[src/rtl/led_ser_pkg.sv]
package led_ser_pkg;

    typedef enum logic [1:0] {
        ST_IDLE,
        ST_LEAD_PAD,
        ST_PIXEL_BITS,
        ST_TAIL_PAD
    } led_state_t;

    localparam int COLOR_BITS  = 8;
    localparam int PIXEL_BITS  = 3 * COLOR_BITS;
    localparam int BITSEL_W    = $clog2(PIXEL_BITS);

    typedef logic [PIXEL_BITS-1:0] grb_word_t;

endpackage

[src/rtl/led_pixel_store.sv]
module led_pixel_store
    import led_ser_pkg::*;
#(
    parameter int MAX_LEDS = 8,
    parameter int MASK_W   = 8,
    parameter int IDX_W    = 3,
    parameter int CNT_W    = 4
) (
    input  logic             clk,
    input  logic             rst_n,
    input  logic             cfg_valid,
    input  logic [CNT_W-1:0] cfg_count,
    input  logic             wr_valid,
    input  logic [IDX_W-1:0] wr_base,
    input  logic [MASK_W-1:0] wr_mask,
    input  grb_word_t        wr_grb,
    input  logic [IDX_W-1:0] rd_idx,
    output grb_word_t        rd_grb,
    output logic [CNT_W-1:0] led_count
);

    localparam int SHIFT_W = MAX_LEDS + MASK_W;
    localparam logic [CNT_W-1:0] CNT_MAX = CNT_W'(MAX_LEDS);

    grb_word_t            pix [MAX_LEDS];
    logic [MAX_LEDS-1:0]  sel;
    logic [CNT_W-1:0]     req_clamped;

    // Mask bit k lands on LED wr_base+k; bits past the last LED fall off.
    always_comb begin
        sel = MAX_LEDS'({{MAX_LEDS{1'b0}}, wr_mask} << wr_base);
    end

    always_comb begin
        req_clamped = (cfg_count > CNT_MAX) ? CNT_MAX : cfg_count;
    end

    always_ff @(posedge clk) begin
        if (!rst_n) begin
            led_count <= '0;
        end else if (cfg_valid && (req_clamped > led_count)) begin
            led_count <= req_clamped;
        end
    end

    for (genvar i = 0; i < MAX_LEDS; i++) begin : g_led
        grb_word_t word_q;
        logic      hit;

        always_comb begin
            hit = wr_valid && sel[i] && (CNT_W'(i) < led_count);
        end

        always_ff @(posedge clk) begin
            if (!rst_n) begin
                word_q <= '0;
            end else if (hit) begin
                word_q <= wr_grb;
            end
        end

        assign pix[i] = word_q;
    end

    always_comb begin
        if (int'(rd_idx) < MAX_LEDS) begin
            rd_grb = pix[rd_idx];
        end else begin
            rd_grb = '0;
        end
    end

endmodule

[src/rtl/led_slot_timer.sv]
module led_slot_timer #(
    parameter int CLKS_PER_TICK = 5,
    parameter int SLOT_TICKS    = 20,
    parameter int ONE_HIGH      = 14,
    parameter int ZERO_HIGH     = 7
) (
    input  logic clk,
    input  logic rst_n,
    input  logic run,
    input  logic data_slot,
    input  logic bit_val,
    output logic level,
    output logic slot_end
);

    localparam int PRE_W  = (CLKS_PER_TICK > 1) ? $clog2(CLKS_PER_TICK) : 1;
    localparam int TICK_W = $clog2(SLOT_TICKS);
    localparam logic [TICK_W-1:0] TICK_LAST = TICK_W'(SLOT_TICKS - 1);
    localparam logic [TICK_W-1:0] HI_ONE    = TICK_W'(ONE_HIGH);
    localparam logic [TICK_W-1:0] HI_ZERO   = TICK_W'(ZERO_HIGH);

    logic [TICK_W-1:0] tick_cnt;
    logic              tick_en;

    if (CLKS_PER_TICK > 1) begin : g_prescale
        localparam logic [PRE_W-1:0] PRE_LAST = PRE_W'(CLKS_PER_TICK - 1);
        logic [PRE_W-1:0] pre_cnt;

        always_ff @(posedge clk) begin
            if (!rst_n || !run) begin
                pre_cnt <= '0;
            end else if (pre_cnt == PRE_LAST) begin
                pre_cnt <= '0;
            end else begin
                pre_cnt <= pre_cnt + 1'b1;
            end
        end

        assign tick_en = (pre_cnt == PRE_LAST);
    end else begin : g_direct
        assign tick_en = 1'b1;
    end

    always_ff @(posedge clk) begin
        if (!rst_n || !run) begin
            tick_cnt <= '0;
        end else if (tick_en) begin
            tick_cnt <= (tick_cnt == TICK_LAST) ? '0 : tick_cnt + 1'b1;
        end
    end

    always_comb begin
        slot_end = run && tick_en && (tick_cnt == TICK_LAST);
        level    = run && data_slot && (tick_cnt < (bit_val ? HI_ONE : HI_ZERO));
    end

endmodule

[src/rtl/led_frame_fsm.sv]
module led_frame_fsm
    import led_ser_pkg::*;
#(
    parameter int MAX_LEDS   = 8,
    parameter int IDX_W      = 3,
    parameter int CNT_W      = 4,
    parameter int LEAD_SLOTS = 1,
    parameter int TAIL_SLOTS = 8
) (
    input  logic             clk,
    input  logic             rst_n,
    input  logic             send,
    input  logic [CNT_W-1:0] led_count,
    input  logic             slot_end,
    input  grb_word_t        rd_grb,
    output logic [IDX_W-1:0] rd_idx,
    output logic             bit_val,
    output logic             data_slot,
    output logic             busy
);

    localparam int PAD_MAX = (LEAD_SLOTS > TAIL_SLOTS) ? LEAD_SLOTS : TAIL_SLOTS;
    localparam int PAD_W   = $clog2(PAD_MAX + 1);
    localparam logic [PAD_W-1:0]    LEAD_LAST = PAD_W'(LEAD_SLOTS - 1);
    localparam logic [PAD_W-1:0]    TAIL_LAST = PAD_W'(TAIL_SLOTS - 1);
    localparam logic [BITSEL_W-1:0] BIT_LAST  = BITSEL_W'(PIXEL_BITS - 1);

    led_state_t          state, state_nx;
    logic [IDX_W-1:0]    led_idx;
    logic [BITSEL_W-1:0] bit_idx;
    logic [PAD_W-1:0]    pad_cnt;
    logic                pending;
    logic                last_led;

    always_comb begin
        last_led = (CNT_W'(led_idx) + 1'b1) >= led_count;
    end

    always_comb begin
        state_nx = state;
        unique case (state)
            ST_IDLE: begin
                if (send) state_nx = ST_LEAD_PAD;
            end
            ST_LEAD_PAD: begin
                if (slot_end && pad_cnt == LEAD_LAST) begin
                    state_nx = (led_count == '0) ? ST_TAIL_PAD : ST_PIXEL_BITS;
                end
            end
            ST_PIXEL_BITS: begin
                if (slot_end && bit_idx == BIT_LAST && last_led) begin
                    state_nx = ST_TAIL_PAD;
                end
            end
            ST_TAIL_PAD: begin
                if (slot_end && pad_cnt == TAIL_LAST) begin
                    state_nx = (pending || send) ? ST_LEAD_PAD : ST_IDLE;
                end
            end
            default: state_nx = ST_IDLE;
        endcase
    end

    always_ff @(posedge clk) begin
        if (!rst_n) begin
            state <= ST_IDLE;
        end else begin
            state <= state_nx;
        end
    end

    always_ff @(posedge clk) begin
        if (!rst_n) begin
            led_idx <= '0;
            bit_idx <= '0;
            pad_cnt <= '0;
        end else if (state_nx != state) begin
            led_idx <= '0;
            bit_idx <= '0;
            pad_cnt <= '0;
        end else if (slot_end) begin
            if (state == ST_PIXEL_BITS) begin
                if (bit_idx == BIT_LAST) begin
                    bit_idx <= '0;
                    led_idx <= led_idx + 1'b1;
                end else begin
                    bit_idx <= bit_idx + 1'b1;
                end
            end else begin
                pad_cnt <= pad_cnt + 1'b1;
            end
        end
    end

    always_ff @(posedge clk) begin
        if (!rst_n) begin
            pending <= 1'b0;
        end else if (state == ST_TAIL_PAD && state_nx == ST_LEAD_PAD) begin
            pending <= 1'b0;
        end else if (send && state != ST_IDLE) begin
            pending <= 1'b1;
        end
    end

    always_comb begin
        busy      = (state != ST_IDLE);
        data_slot = (state == ST_PIXEL_BITS);
        rd_idx    = led_idx;
        bit_val   = rd_grb[BIT_LAST - bit_idx];
    end

endmodule

[src/rtl/led_chain_serializer.sv]
module led_chain_serializer
    import led_ser_pkg::*;
#(
    parameter int MAX_LEDS      = 8,
    parameter int MASK_W        = 8,
    parameter int CLKS_PER_TICK = 5,
    parameter int SLOT_TICKS    = 20,
    parameter int ONE_HIGH      = 14,
    parameter int ZERO_HIGH     = 7,
    parameter int LEAD_SLOTS    = 1,
    parameter int TAIL_SLOTS    = 8,
    localparam int IDX_W        = (MAX_LEDS > 1) ? $clog2(MAX_LEDS) : 1,
    localparam int CNT_W        = $clog2(MAX_LEDS + 1)
) (
    input  logic              clk,
    input  logic              rst_n,
    input  logic              cfg_valid,
    input  logic [CNT_W-1:0]  cfg_count,
    input  logic              wr_valid,
    input  logic [IDX_W-1:0]  wr_base,
    input  logic [MASK_W-1:0] wr_mask,
    input  logic [7:0]        wr_red,
    input  logic [7:0]        wr_green,
    input  logic [7:0]        wr_blue,
    input  logic              send,
    output logic              dout,
    output logic              busy
);

    logic [CNT_W-1:0] led_count;
    logic [IDX_W-1:0] rd_idx;
    grb_word_t        rd_grb;
    logic             bit_val;
    logic             data_slot;
    logic             slot_end;
    logic             level;

    led_pixel_store #(
        .MAX_LEDS (MAX_LEDS),
        .MASK_W   (MASK_W),
        .IDX_W    (IDX_W),
        .CNT_W    (CNT_W)
    ) u_store (
        .clk       (clk),
        .rst_n     (rst_n),
        .cfg_valid (cfg_valid),
        .cfg_count (cfg_count),
        .wr_valid  (wr_valid),
        .wr_base   (wr_base),
        .wr_mask   (wr_mask),
        .wr_grb    ({wr_green, wr_red, wr_blue}),
        .rd_idx    (rd_idx),
        .rd_grb    (rd_grb),
        .led_count (led_count)
    );

    led_frame_fsm #(
        .MAX_LEDS   (MAX_LEDS),
        .IDX_W      (IDX_W),
        .CNT_W      (CNT_W),
        .LEAD_SLOTS (LEAD_SLOTS),
        .TAIL_SLOTS (TAIL_SLOTS)
    ) u_fsm (
        .clk       (clk),
        .rst_n     (rst_n),
        .send      (send),
        .led_count (led_count),
        .slot_end  (slot_end),
        .rd_grb    (rd_grb),
        .rd_idx    (rd_idx),
        .bit_val   (bit_val),
        .data_slot (data_slot),
        .busy      (busy)
    );

    led_slot_timer #(
        .CLKS_PER_TICK (CLKS_PER_TICK),
        .SLOT_TICKS    (SLOT_TICKS),
        .ONE_HIGH      (ONE_HIGH),
        .ZERO_HIGH     (ZERO_HIGH)
    ) u_timer (
        .clk       (clk),
        .rst_n     (rst_n),
        .run       (busy),
        .data_slot (data_slot),
        .bit_val   (bit_val),
        .level     (level),
        .slot_end  (slot_end)
    );

    // The pin is driven from a flop so that it carries no glitches.
    always_ff @(posedge clk) begin
        if (!rst_n) begin
            dout <= 1'b0;
        end else begin
            dout <= level;
        end
    end

endmodule

[config.mk]
export PLATFORM = sky130hd
export DESIGN_NAME = led_chain_serializer
export DESIGN_NICKNAME = d
export VERILOG_FILES = /design/src/rtl/led_ser_pkg.sv /design/src/rtl/led_pixel_store.sv /design/src/rtl/led_slot_timer.sv /design/src/rtl/led_frame_fsm.sv /design/src/rtl/led_chain_serializer.sv
export SDC_FILE = /design/constraint.sdc
export NUM_CORES = 1
export LEC_CHECK = 0
export ABC_AREA = 1
export BUFFER_PORTS_ARGS = -buffer_cell sky130_fd_sc_hd__buf_4
export CAP_MARGIN = 20
export CORE_MARGIN = 2
export CORE_UTILIZATION = 35
export CTS_CLUSTER_SIZE = 14
export DETAILED_ROUTE_END_ITERATION = 10
export SYNTH_ARGS = -nofsm -noshare
export SYNTH_HDL_FRONTEND = slang
export SYNTH_SLANG_ARGS = --single-unit
[constraint.sdc]
create_clock -name clk -period 2.57 [get_ports clk]
set_input_delay 0.3855 -clock clk [delete_from_list [all_inputs] [get_ports clk]]
set_output_delay 0.3855 -clock clk [all_outputs]
set_load 0.05 [all_outputs]
After elaboration in Yosys (flattened, before gate mapping)
Index checks and enable logic that the tools add are counted.
{"block": "totals", "regBits": 220, "input_bits": 44, "out_inout_bits": 2}
{"block": "op_classes", "order_cmp": 14, "n_mux": 16, "n_addsub": 7, "n_reduce_logical": 41, "bitwise_logic": 3, "shift": 1, "n_eq_ne": 9}
{"op": "$bmux W24 S3", "count": 1}
{"op": "$mux W24", "count": 2}
{"op": "$logic_and A1 B1 Y1", "count": 27}
{"op": "$lt A3 B4 Y1 const A", "count": 4}
{"op": "$add A5 B1 Y5 const B", "count": 2}
{"op": "$eq A5 B5 Y1 const B", "count": 2}
{"op": "$mux W5", "count": 2}
{"op": "$logic_not A4 Y1", "count": 2}
{"op": "$lt A1 B4 Y1 const A", "count": 2}
{"op": "$lt A2 B4 Y1 const A", "count": 2}
{"op": "$mux W2", "count": 4}
{"op": "$mux W4", "count": 2}
{"op": "$pmux W2 S4", "count": 1}
{"op": "$shl A8 B3 Y8", "count": 1}
{"op": "$add A3 B1 Y3 const B", "count": 2}
{"op": "$lt A5 B6 Y1 const B", "count": 1}
{"op": "$reduce_or A2 Y1", "count": 3}
{"op": "$bmux W1 S5", "count": 1}
{"op": "$lt A5 B5 Y1", "count": 1}
{"op": "$sub A5 B5 Y5 const A", "count": 1}
{"op": "$add A3 B1 Y4 const B", "count": 1}
{"op": "$add A4 B1 Y4 const B", "count": 1}
{"op": "$eq A2 B1 Y1 const B", "count": 2}
{"op": "$eq A2 B2 Y1 const B", "count": 2}
{"op": "16 further kinds", "count": 22}

Logic depth before layout (Yosys ltp)
{"block": "logic_depth", "depth_word": 10, "ltp_mapped": 18, "depth_no_buf": 16}

By module
From an unflattened synthesis, not the netlist that was laid out.
{"block": "hier_totals", "cells_unflattened": 1799, "area_unflattened_um2": 11464.7}
{"module": "led_pixel_store", "area_each_um2": 9793.1, "seq_area_each_um2": 3923.8, "cells_per_inst": 1548, "instances": 1}
{"module": "led_frame_fsm", "area_each_um2": 1203.7, "seq_area_each_um2": 300.3, "cells_per_inst": 187, "instances": 1}
{"module": "led_slot_timer", "area_each_um2": 440.4, "seq_area_each_um2": 160.2, "cells_per_inst": 61, "instances": 1}
{"module": "led_chain_serializer", "area_each_um2": 27.5, "seq_area_each_um2": 20.0, "cells_per_inst": 3, "instances": 1}

Worst setup path after synthesis
OpenSTA, ideal clock, no wires.
{"block": "synth_path", "kind": "reg2reg", "startpoint": "register u_fsm.led_idx[2], in the netlist u_fsm.rd_idx[2]", "endpoint": "register u_fsm.pad_cnt[1]", "arrival_ps": 2003, "stages_incl_launch_ff": 14, "synth_period_minus_slack_ps": 2120, "slack_ps": 450, "n_path_buf": 3, "path_cell_list": "dfxtp_1 buf_2 clkbuf_1 xnor2_1 inv_1 ha_1 nand4_1 nand3_1 nand4_1 o31ai_1 o21ai_2 o21bai_4 buf_6 nor2_1"}
{"block": "synth_between", "elab_chain_len": 7}
{"item": "start, declared", "line": "led_frame_fsm.sv:29", "source": "logic [IDX_W-1:0] led_idx;"}
{"item": "start signal, assigned", "line": "led_frame_fsm.sv:85", "source": "led_idx <= led_idx + 1'b1;"}
{"item": "$add A3 B1 Y4", "line": "led_frame_fsm.sv:36", "source": "last_led = (CNT_W'(led_idx) + 1'b1) >= led_count;"}
{"item": "$ge A4 B4 Y1", "line": "led_frame_fsm.sv:36"}
{"item": "$logic_and A1 B1 Y1", "line": "led_frame_fsm.sv:51", "source": "if (slot_end && bit_idx == BIT_LAST && last_led) begin"}
{"item": "$mux W2", "line": "led_frame_fsm.sv:51"}
{"item": "$pmux W2 S4", "line": "led_frame_fsm.sv:41", "source": "unique case (state)"}
{"item": "$ne A2 B2 Y1", "line": "led_frame_fsm.sv:77", "source": "end else if (state_nx != state) begin"}
{"item": "$reduce_or A2 Y1 (no line)"}
{"item": "end signal, assigned", "line": "led_frame_fsm.sv:90", "source": "pad_cnt <= pad_cnt + 1'b1;"}
{"item": "end, declared", "line": "led_frame_fsm.sv:31", "source": "logic [PAD_W-1:0] pad_cnt;"}
No other way between the ends.
A chain may end at the register's enable or synchronous reset.

Worst setup path in the final report
{"block": "layout_path", "startpoint": "register u_fsm.led_idx[0], in the netlist u_fsm.rd_idx[0]", "endpoint": "register u_fsm.pad_cnt[3]"}
Same word-level chain as after synthesis.

==> qor.yml <==
setup_path:
  r2r_cells: 12
  start_kind: "flip-flop"
  cp_max_fo: 12
  cp.required_ns: 2.97
  crit_type: "flip-flop to flip-flop"
  crit_arrival_ns: 2.75
  crit_path_end_kind: "flip-flop"
power:
  power.internal_mw: 5.973
  p_leak_nw: 4.634
  vdd_ir_drop_max_mv: 0.3709
  power.clock.fraction_pct: 45.2
  power.switching_mw: 2.006
  power_frac_comb_pct: 9.2
  pwr-share-seq_pct: 45.7
  sw_frac_of_total_pct: 25.14
  powerDensity_nw_per_um2: 667.0
run_status:
  outcome: "finished clean"
logic_synthesis:
  syn_nets: 1555
  synth-seq-cells: 220
  ys.flop_type: "dfxtp_1"
  async_reset_ff_share_pct: 0
  synth_cell_type_count: 36
  syn_area_per_cell_um2: 6.922
  synth-seq-area-share_pct: 42.59
  syn_inst: 1494
  synth_edf_count: 0
  yosys_warnings: 0
  synth_area_um2: 10340
cells_and_area:
  drive_gt1_share_pct: 9.270
  instances_no_fill: 1905
  syn_to_final_growth_pct: 15.69
  fin_area_um2: 11960
  antennaDiodeCount: 0
  nets: 1563
  n_fill_cell: 3017
timing:
  hold_viol_final: 0
  finalSetupTns_ns: 0
  setup_viol: 0
  fmax_ghz: 0.4243
  period_minus_slack_ns: 2.357
  relSlewSlack_pct: 40.46
  tightest_slew_ns: 0.8876
  rsz0062_at_grt: "false"
  fin_crit_sh_pct: 91.71
  finClkSkew_ns: 0.01454
  drv_slew: 0
floorplan:
  start_util_pct: 35.74
  fp-row-count: 62
  die_w_um: 175.9
  die_area_um2: 30940
  ios: 46
  core_um2: 28940
  fp.dieH_um: 175.9
clocking:
  htree_levels: 1
  cts_made_buffers: 25
  cts_tree: "yes"
  cts.sinks: 220
  clk_latency_ns: 0.53
  clkTransAtPathRegs_ns: 0.06
  clock_path_buffers: 3
  post_cts_buffers: 0
  root_buffer: "clkbuf_16"
global_route:
  grt_antenna_before_repair: 0
  grt_overflow_total: 0
  grt_start_max_net_pins: 109
  grt_pass1_vias: 9178
  grt_pass1_wl_um: 49760
  grtUsageTotal_pct: 19.86
drt:
  ant_nets: 0
  via_per_inst: 5.043
  topRoutingLayerUsed: "met4"
  wirelength_um: 30730
  dr_wl_met2_um: 13970
  dr.pass1.iters: 5
  drcViolationCount: 0
  vias: 9607
  dr_wl_met3_um: 1387
  wl_per_cell_um: 16.13
  drtIter0Drc: 677
  m1WireLength_um: 14670
placement:
  place_hpwl_um: 18810
  placed_area_um2: 11130
  io_buffer_count: 45
  gp_congestion: 0.8312
  dp.cells: 1859
job:
  maxCapViolCount: 0
min_path:
  hold_depth: 3
  hold_path_class: "input port to flip-flop"
cells in the mapped netlist, drive strengths merged (2+ instances only):
library cell  number  area (µm²)
nand4              7       43.79
o211ai            27       202.7
inv              160       600.6
clkinv             5       18.77
o21ai            255        1280
nor3               7       40.04
a211oi             2       15.01
or2                8       50.05
ha                17       212.7
clkbuf            66       247.7
nor2             251       957.2
nand3            121       605.6
mux2i              3       30.03
o22ai              4       25.02
a31oi              4       25.02
xor2               6       52.55
nand2            145       546.8
buf               33       175.2
dfxtp            220        4404
a21oi            142       710.7
xnor2              4       35.03
timing repair:
action	CTS	global route
gates resized for setup	0	1
hold buffers	0	0
endpoints found under the setup margin	0	1
layout by cell type (no fill, tap or decap), types with 8 or more instances in the layout:
cell | netlist | routed
o21ai_0 | 254 | 254
nor2_1 | 249 | 249
dfxtp_1 | 220 | 219
inv_1 | 156 | 155
nand2_1 | 144 | 144
a21oi_1 | 142 | 142
nand3_1 | 121 | 121
buf_4 | 3 | 70
o211ai_1 | 27 | 27
clkbuf_16 | 0 | 25
ha_1 | 17 | 17
buf_12 | 0 | 10
or2_2 | 8 | 8
critical path: stages, from the launching register on:
cell      delay (ns)
dfxtp_4         0.37
buf_4           0.18
ha_1            0.33
ha_1            0.31
inv_1           0.04
nor2_1          0.08
o211ai_1        0.09
nand3_1         0.08
nand4_1         0.09
o31ai_1         0.11
o21ai_2         0.14
o21bai_4        0.33
nor2_1          0.08
sequential cells by signal, summed over array words and instances, names as in the netlist:
register,cells
dout,1
u_fsm.bit_idx,5
u_fsm.pad_cnt,4
u_fsm.pending,1
u_fsm.rd_idx,3
u_fsm.state,2
u_store.g_led.word_q,192
u_store.led_count,4
u_timer.g_prescale.pre_cnt,3
u_timer.tick_cnt,5
final timing paths:
kind / start / slack, ns / endpoint
worst max-delay path: u_fsm.rd_idx[0]$_SDFFE_PP0P_ / 0.21 / u_fsm.pad_cnt[3]$_SDFFE_PP0P_
worst min-delay path: cfg_count[0] / 0.14 / u_store.led_count[0]$_SDFFE_PN0P_
worst max register to register: u_fsm.rd_idx[0]$_SDFFE_PP0P_ / 0.21 / u_fsm.pad_cnt[3]$_SDFFE_PP0P_
worst min register to register: u_store.g_led[6].word_q[17]$_SDFFE_PN0P_ / 0.44 / u_store.g_led[6].word_q[17]$_SDFFE_PN0P_
cells by family (layout without fill, tap and decap cells):
logic type,count (synthesis),in the layout,synth area share (%)
simple gates,542,542,21.89
compound gates,438,438,22.25
buf+inv,264,291,10.08
flops,220,220,42.59
fa+ha+maj,17,17,2.057
xor+xnor,10,10,0.8469
mux,3,3,0.2904
through the flow:
step | total power [mW] | util (%) | setup slack, ns | hold slack (ns)
floorplan | 4.178 | - | 0.4498 | 0.4173
finish | 7.980 | 41.35 | 0.2131 | 0.1389
global route | 8.302 | 41.35 | 0.005712 | 0.1459
CTS | 8.052 | 41.35 | 0.2034 | 0.1223
global placement | 4.431 | 38.48 | 0.2986 | 0.4286
detailed placement | 4.448 | 38.48 | 0.2133 | 0.4327
power by group through the flow:
stage	clock network, mW	logic, mW	registers [mW]
2_1_floorplan	0	0.476	3.70
3_3_place_gp	0	0.716	3.71
3_5_place_dp	0	0.728	3.72
4_1_cts	3.67	0.732	3.65
5_1_grt	3.81	0.832	3.66
6_report	3.60	0.730	3.65
per-layer routing:
layer  GRT usage [%]  vias to the layer above
li1                -                     4931
met2           33.09                      201
met3           2.078                       43
met1           27.35                     4432
met5               0                        -
met4           5.406                        0
layout make-up:
type,count,area [µm²],share of cell area [%]
timing repair buffer,80,725.7,6.066
inverter,165,619.3,5.177
sequential,220,4408,36.84
tap,384,480.5,4.016
multi-input combinational,1010,4901,40.96
clock buffer,35,713.2,5.961
clock inverter,11,116.4,0.9726
Power figures use the tool's default switching activity.
